===== src/rtl/branch_stream_tagger.sv =====
module branch_stream_tagger #(
  parameter int NTHREADS = 4,
  parameter int SEQ_W = 8,
  parameter int PRED_W = 8,
  parameter int TGT_W = 32,
  parameter int REASON_W = 3,
  parameter int NO_BRANCH = 0,
  parameter logic [(1<<REASON_W)-1:0] STREAM_CHANGE_SET = 'hF0,
  parameter logic [SEQ_W-1:0] FIRST_STREAM = 1,
  localparam int TID_W = (NTHREADS > 1) ? $clog2(NTHREADS) : 1
) (
  input  logic                clk,
  input  logic                rst_n,
  input  logic                br_req,
  input  logic                br_hold,
  input  logic [TID_W-1:0]    br_tid,
  input  logic [REASON_W-1:0] br_reason,
  input  logic [TGT_W-1:0]    br_target,
  input  logic                br_has_inst,
  input  logic [PRED_W-1:0]   br_inst_pred,
  input  logic                iss_valid,
  input  logic [TID_W-1:0]    iss_tid,
  input  logic [SEQ_W-1:0]    iss_stream,
  output logic                iss_keep,
  input  logic                cmt_valid,
  input  logic [TID_W-1:0]    cmt_tid,
  input  logic [SEQ_W-1:0]    cmt_stream,
  input  logic [PRED_W-1:0]   cmt_pred,
  output logic                cmt_keep,
  output logic                rec_valid,
  output logic [REASON_W-1:0] rec_reason,
  output logic [TID_W-1:0]    rec_tid,
  output logic [SEQ_W-1:0]    rec_stream,
  output logic [PRED_W-1:0]   rec_pred,
  output logic [TGT_W-1:0]    rec_target
);

  logic [NTHREADS-1:0][SEQ_W-1:0]  stream_q;
  logic [NTHREADS-1:0][PRED_W-1:0] last_pred_q;

  logic              accept, advance;
  logic [SEQ_W-1:0]  new_stream;
  logic [PRED_W-1:0] pick_pred;

  assign accept     = br_req && !br_hold && (br_reason != REASON_W'(NO_BRANCH));
  assign advance    = STREAM_CHANGE_SET[br_reason];
  assign new_stream = stream_q[br_tid] + SEQ_W'(advance);
  assign pick_pred  = br_has_inst ? br_inst_pred : last_pred_q[br_tid];

  assign iss_keep = iss_valid && (iss_stream == stream_q[iss_tid]);
  assign cmt_keep = cmt_valid && (cmt_stream == stream_q[cmt_tid]);

  always_ff @(posedge clk) begin
    if (!rst_n) begin
      for (int t = 0; t < NTHREADS; t++) begin
        stream_q[t]    <= FIRST_STREAM;
        last_pred_q[t] <= '0;
      end
      rec_valid  <= 1'b0;
      rec_reason <= '0;
      rec_tid    <= '0;
      rec_stream <= '0;
      rec_pred   <= '0;
      rec_target <= '0;
    end else begin
      if (accept && advance)
        stream_q[br_tid] <= new_stream;
      if (cmt_keep)
        last_pred_q[cmt_tid] <= cmt_pred;
      rec_valid <= accept;
      if (accept) begin
        rec_reason <= br_reason;
        rec_tid    <= br_tid;
        rec_stream <= new_stream;
        rec_pred   <= pick_pred;
        rec_target <= br_target;
      end
    end
  end

endmodule


===== config.mk =====
export PLATFORM = sky130hd
export DESIGN_NAME = branch_stream_tagger
export DESIGN_NICKNAME = d
export VERILOG_FILES = /design/src/rtl/branch_stream_tagger.sv
export SDC_FILE = /design/constraint.sdc
export NUM_CORES = 1
export LEC_CHECK = 0
export CAP_MARGIN = 20
export CORE_ASPECT_RATIO = 1.2
export CORE_MARGIN = 8
export CORE_UTILIZATION = 43
export CTS_CLUSTER_DIAMETER = 30
export CTS_CLUSTER_SIZE = 24
export DETAILED_ROUTE_END_ITERATION = 8
export DONT_BUFFER_PORTS = 1
export GPL_TIMING_DRIVEN = 0
export PLACE_DENSITY = 0.58
export SLEW_MARGIN = 20
export SYNTH_ARGS = -nofsm -noshare
export SYNTH_HDL_FRONTEND = slang
export SYNTH_SLANG_ARGS = --single-unit

===== constraint.sdc =====
create_clock -name clk -period 3.1 [get_ports clk]
set_clock_uncertainty 0.15 [all_clocks]
set_input_delay 0.62 -clock clk [delete_from_list [all_inputs] [get_ports clk]]
set_output_delay 0.62 -clock clk [all_outputs]
set_load 0.05 [all_outputs]

==> key figures <==
Job
  • Max_cap viols: 0

Yosys
  • Mux contribution to synthesized area: 22.9%
  • Synth area leader: dfxtp_1
  • Cells after Synth: 536
  • Asr flop ratio synth: 0%
  • Register bit total from synthesis: 118
  • Most frequent cell after synthesis: nand2_1
  • Sequential share of the synthesized area: approximately 45%
  • EDFF count, synth: 0
  • Ys flop type: dfxtp_1
  • Syn. warnings: 0
  • Synth area leaders: dfxtp_1 45%, mux4_2 13%, mux2i_1 9.3%
  • Synth Area in Simple Gates: 14.7%
  • Syn avg cell area: ~9.9 sq um
  • Syn Nets: 618
  • Complex-gate fraction of the synthesized area: 10.5%
  • Synthesized area: 5280 sq um
  • Synth top cells by count: 124 x nand2_1, 118 x dfxtp_1, 53 x a21oi_1, 49 x mux2i_1, 31 x mux4_2
  • Cell variety after synth: 35
  • Yosys top cell area share: about 45%
  • Xor-xnor portion of the synthesized cell area: 3.48%
  • Adder-cell area share of the yosys netlist: 0.474%
  • Largest family of logic cells by synthesized area: multiplexers

Outcome
  • Status: complete, but fails checks
  • Failing checks: setup timing

Worst setup path
  • CP delay by family, top: simple AND/OR/NAND/NOR gates
  • Worst EP arrival: between 2 and 2.5 ns
  • Worst setup SP type: flip-flop
  • Worst stage delay on the critical path: 0.56 ns
  • Buf/Inv on CP: 0
  • Worst R2R End: last_pred_q[11]
  • Critical-path maximum fanout: 4
  • R2R depth: 6
  • CP max-delay cell: or4_4
  • FF-to-FF setup slack: 0.20 ns
  • Cell Chain, Critical Path: mux4_2 > xor2_1 > or4_4 > nor3_4
  • Worst setup path category: reg -> out
  • R2R Path Start: stream_q[30]
  • Worst path required time: 2.33 ns
  • Crit path capture type: output port

Timing
  • Final setup margin: -0.0283 ns
  • Worst-Margin Slew: around 0.86 ns
  • RSZ-0062 raised after global routing: true
  • Final Setup Violations: 1
  • Fin crit period: 3.13 ns
  • Max Slew Vio Count: 0
  • WHS: 0.201 ns
  • Fmax: 320 MHz
  • Crit share post-route: 101%
  • Slew headroom: 42.4%
  • Final Hold Viols: 0
  • Sum of negative setup slack: -0.0283 ns

Drt
  • Drt pass-1 iters: 4
  • Iter 0 DRT Violations: 246
  • DRC Markers: 0
  • DR vias: 4,045
  • Via-to-Cell Ratio: 5.54
  • DRT Wirelength: about 15 mm
  • Drt wl/cell: between 20 and 25 microns
  • Routed Antenna Nets: 0

Worst hold path
  • WHS Path Cells: 2
  • Worst Hold Endpoint: rec_target[0]
  • Class of the worst hold path: in -> reg
  • Hold_sp: br_target[0]

Global routing
  • Aggregate global routing overflow: 0
  • Initial antenna violation count: 0
  • Total GRT Usage: 18.2%
  • Pin count of the biggest net entering global routing: 17
  • Global-route wire length before repair: 22.3 mm
  • Number of global-route vias before repair: 4,193

Floorplan
  • Site row count: 44
  • Initial Utilization: between 40% and 50%
  • Num ports: 136
  • Chip Height: 137 microns
  • Die span in x: approximately 120 microns
  • Area of the die: 16,100 sq um
  • Core Box Area: 12,100 sq um

Clock network
  • Root Driver: clkbuf_16
  • CTS Buf Count: 17
  • TritonCTS clock tree: built
  • Clock H-tree levels: 4
  • Clock Path Buffers: 2
  • Clk_lat worst skew: 0.40 ns
  • Hold_buf cts: 0
  • Reg clk slew, reported paths: 0.05 ns
  • Sink Count: 118

Cells and area
  • Synth-to-layout area growth: 15.9%
  • Fillers: 1,102
  • Antenna Cells: 0
  • Layout cell share with drive strength beyond 1: 14.6%
  • Post-Route Utilization: slightly above 50%
  • Sequential Area: 2360 sq um
  • Area taken by multi-input logic gates: 2800 sq um
  • Post-layout nets: 638

Pwr
  • Leakage Power: 0.00209 uW
  • Peak VDD IR: approximately 0.00038 V
  • Power density cells: approximately 630 nW/um^2

Placement
  • Dpl hpwl: between 10 and 15 mm
  • Gp weighted congestion: around 0.8
  • Input/output buffers: 0
logic make-up after synthesis:
| kind of cell | Yosys count |
|---|---|
| xor+xnor | 21 |
| compound gates | 95 |
| mux | 82 |
| fa+ha+maj | 2 |
| flops | 118 |
| simple gates | 177 |
| buf+inv | 41 |
metrics by stage:
stage / area (sq um) / total power, uW / cells / setup slack, ns
5_1_grt: 6120 / 3990 / 730 / -0.112
3_3_place_gp: 5500 / 1980 / 697 / -0.498
3_5_place_dp: 5500 / 1990 / 697 / -0.496
4_1_cts: 6100 / 3900 / 730 / -0.0609
6_report: 6120 / 3860 / 730 / -0.0283
2_1_floorplan: 5300 / 1920 / 536 / -0.0279
cells in the final DEF (no fill, tap or decap), drive strengths merged, types with 2 or more instances in the layout:
cell type  netlist  final
nand2          124    124
dfxtp          118    118
a21oi           53     53
clkbuf          28     50
mux2i           49     49
mux4            31     31
nor2            30     30
a211oi          24     24
xor2            16     16
o21ai           14     14
buf             12     14
clkinv           0      5
xnor2            5      5
nor4             5      5
nand2b           3      3
mux2             2      2
nand3            2      2
and4             2      2
nor3b            2      2
ha               2      2
clkinvlp         0      2
bufinv           0      2
nor3             2      2
how the worst max path moves through the flow:
| stage | depth (start not counted) | slack, ns | endpoint | start |
|---|---|---|---|---|
| global placement | 9 | -0.50 | rec_stream[6] | br_tid[1] |
| global route | 4 | -0.11 | cmt_keep | stream_q[30] |
| floorplan | 5 | -0.03 | cmt_keep | cmt_tid[0] |
| CTS | 4 | -0.06 | cmt_keep | stream_q[30] |
| detailed placement | 9 | -0.50 | rec_stream[6] | br_tid[1] |
| finish | 4 | -0.03 | cmt_keep | stream_q[30] |
flip-flops by register name, indices dropped and copies added, names as in the netlist:
signal and cells:
rec_pred 8, rec_valid 1, rec_reason 3, last_pred_q 32, rec_tid 2, rec_stream 8, stream_q 32, rec_target 32
layer usage:
metal / track usage (%) / wire, microns / up-vias
li1: - / - / 1933
met4: 7.20 / 243 / 0
met3: 6.49 / 1250 / 14
met2: 31.0 / 7520 / 133
met1: 20.3 / 5660 / 1965
met5: 0 / 0 / -
area by class of cell:
cell class                      count  share of cell area [%]
Multi-Input combinational cell    377                    45.7
Sequential cell                   118                    38.6
Clock buffer                       23                    7.81
Tap cell                          161                    3.29
Buffer                             39                    2.68
Clock inverter                      9                    1.63
Timing Repair Buffer                2                   0.245
Inverter                            1                  0.0613
report_power, final:
part	internal [uW]	switching, uW	leakage, uW
Combinational	90.5	152	0.000847
Sequential	1560	156	0.000959
Clock	1240	657	0.000283
timing repair:
item / in CTS / in global routing
pin swaps: 3 / 0
endpoints found under the setup margin: 7 / 17
buffers inserted: 2 / 0
resized for setup: 5 / 9
No activity file was read; power rests on OpenSTA's default activity.
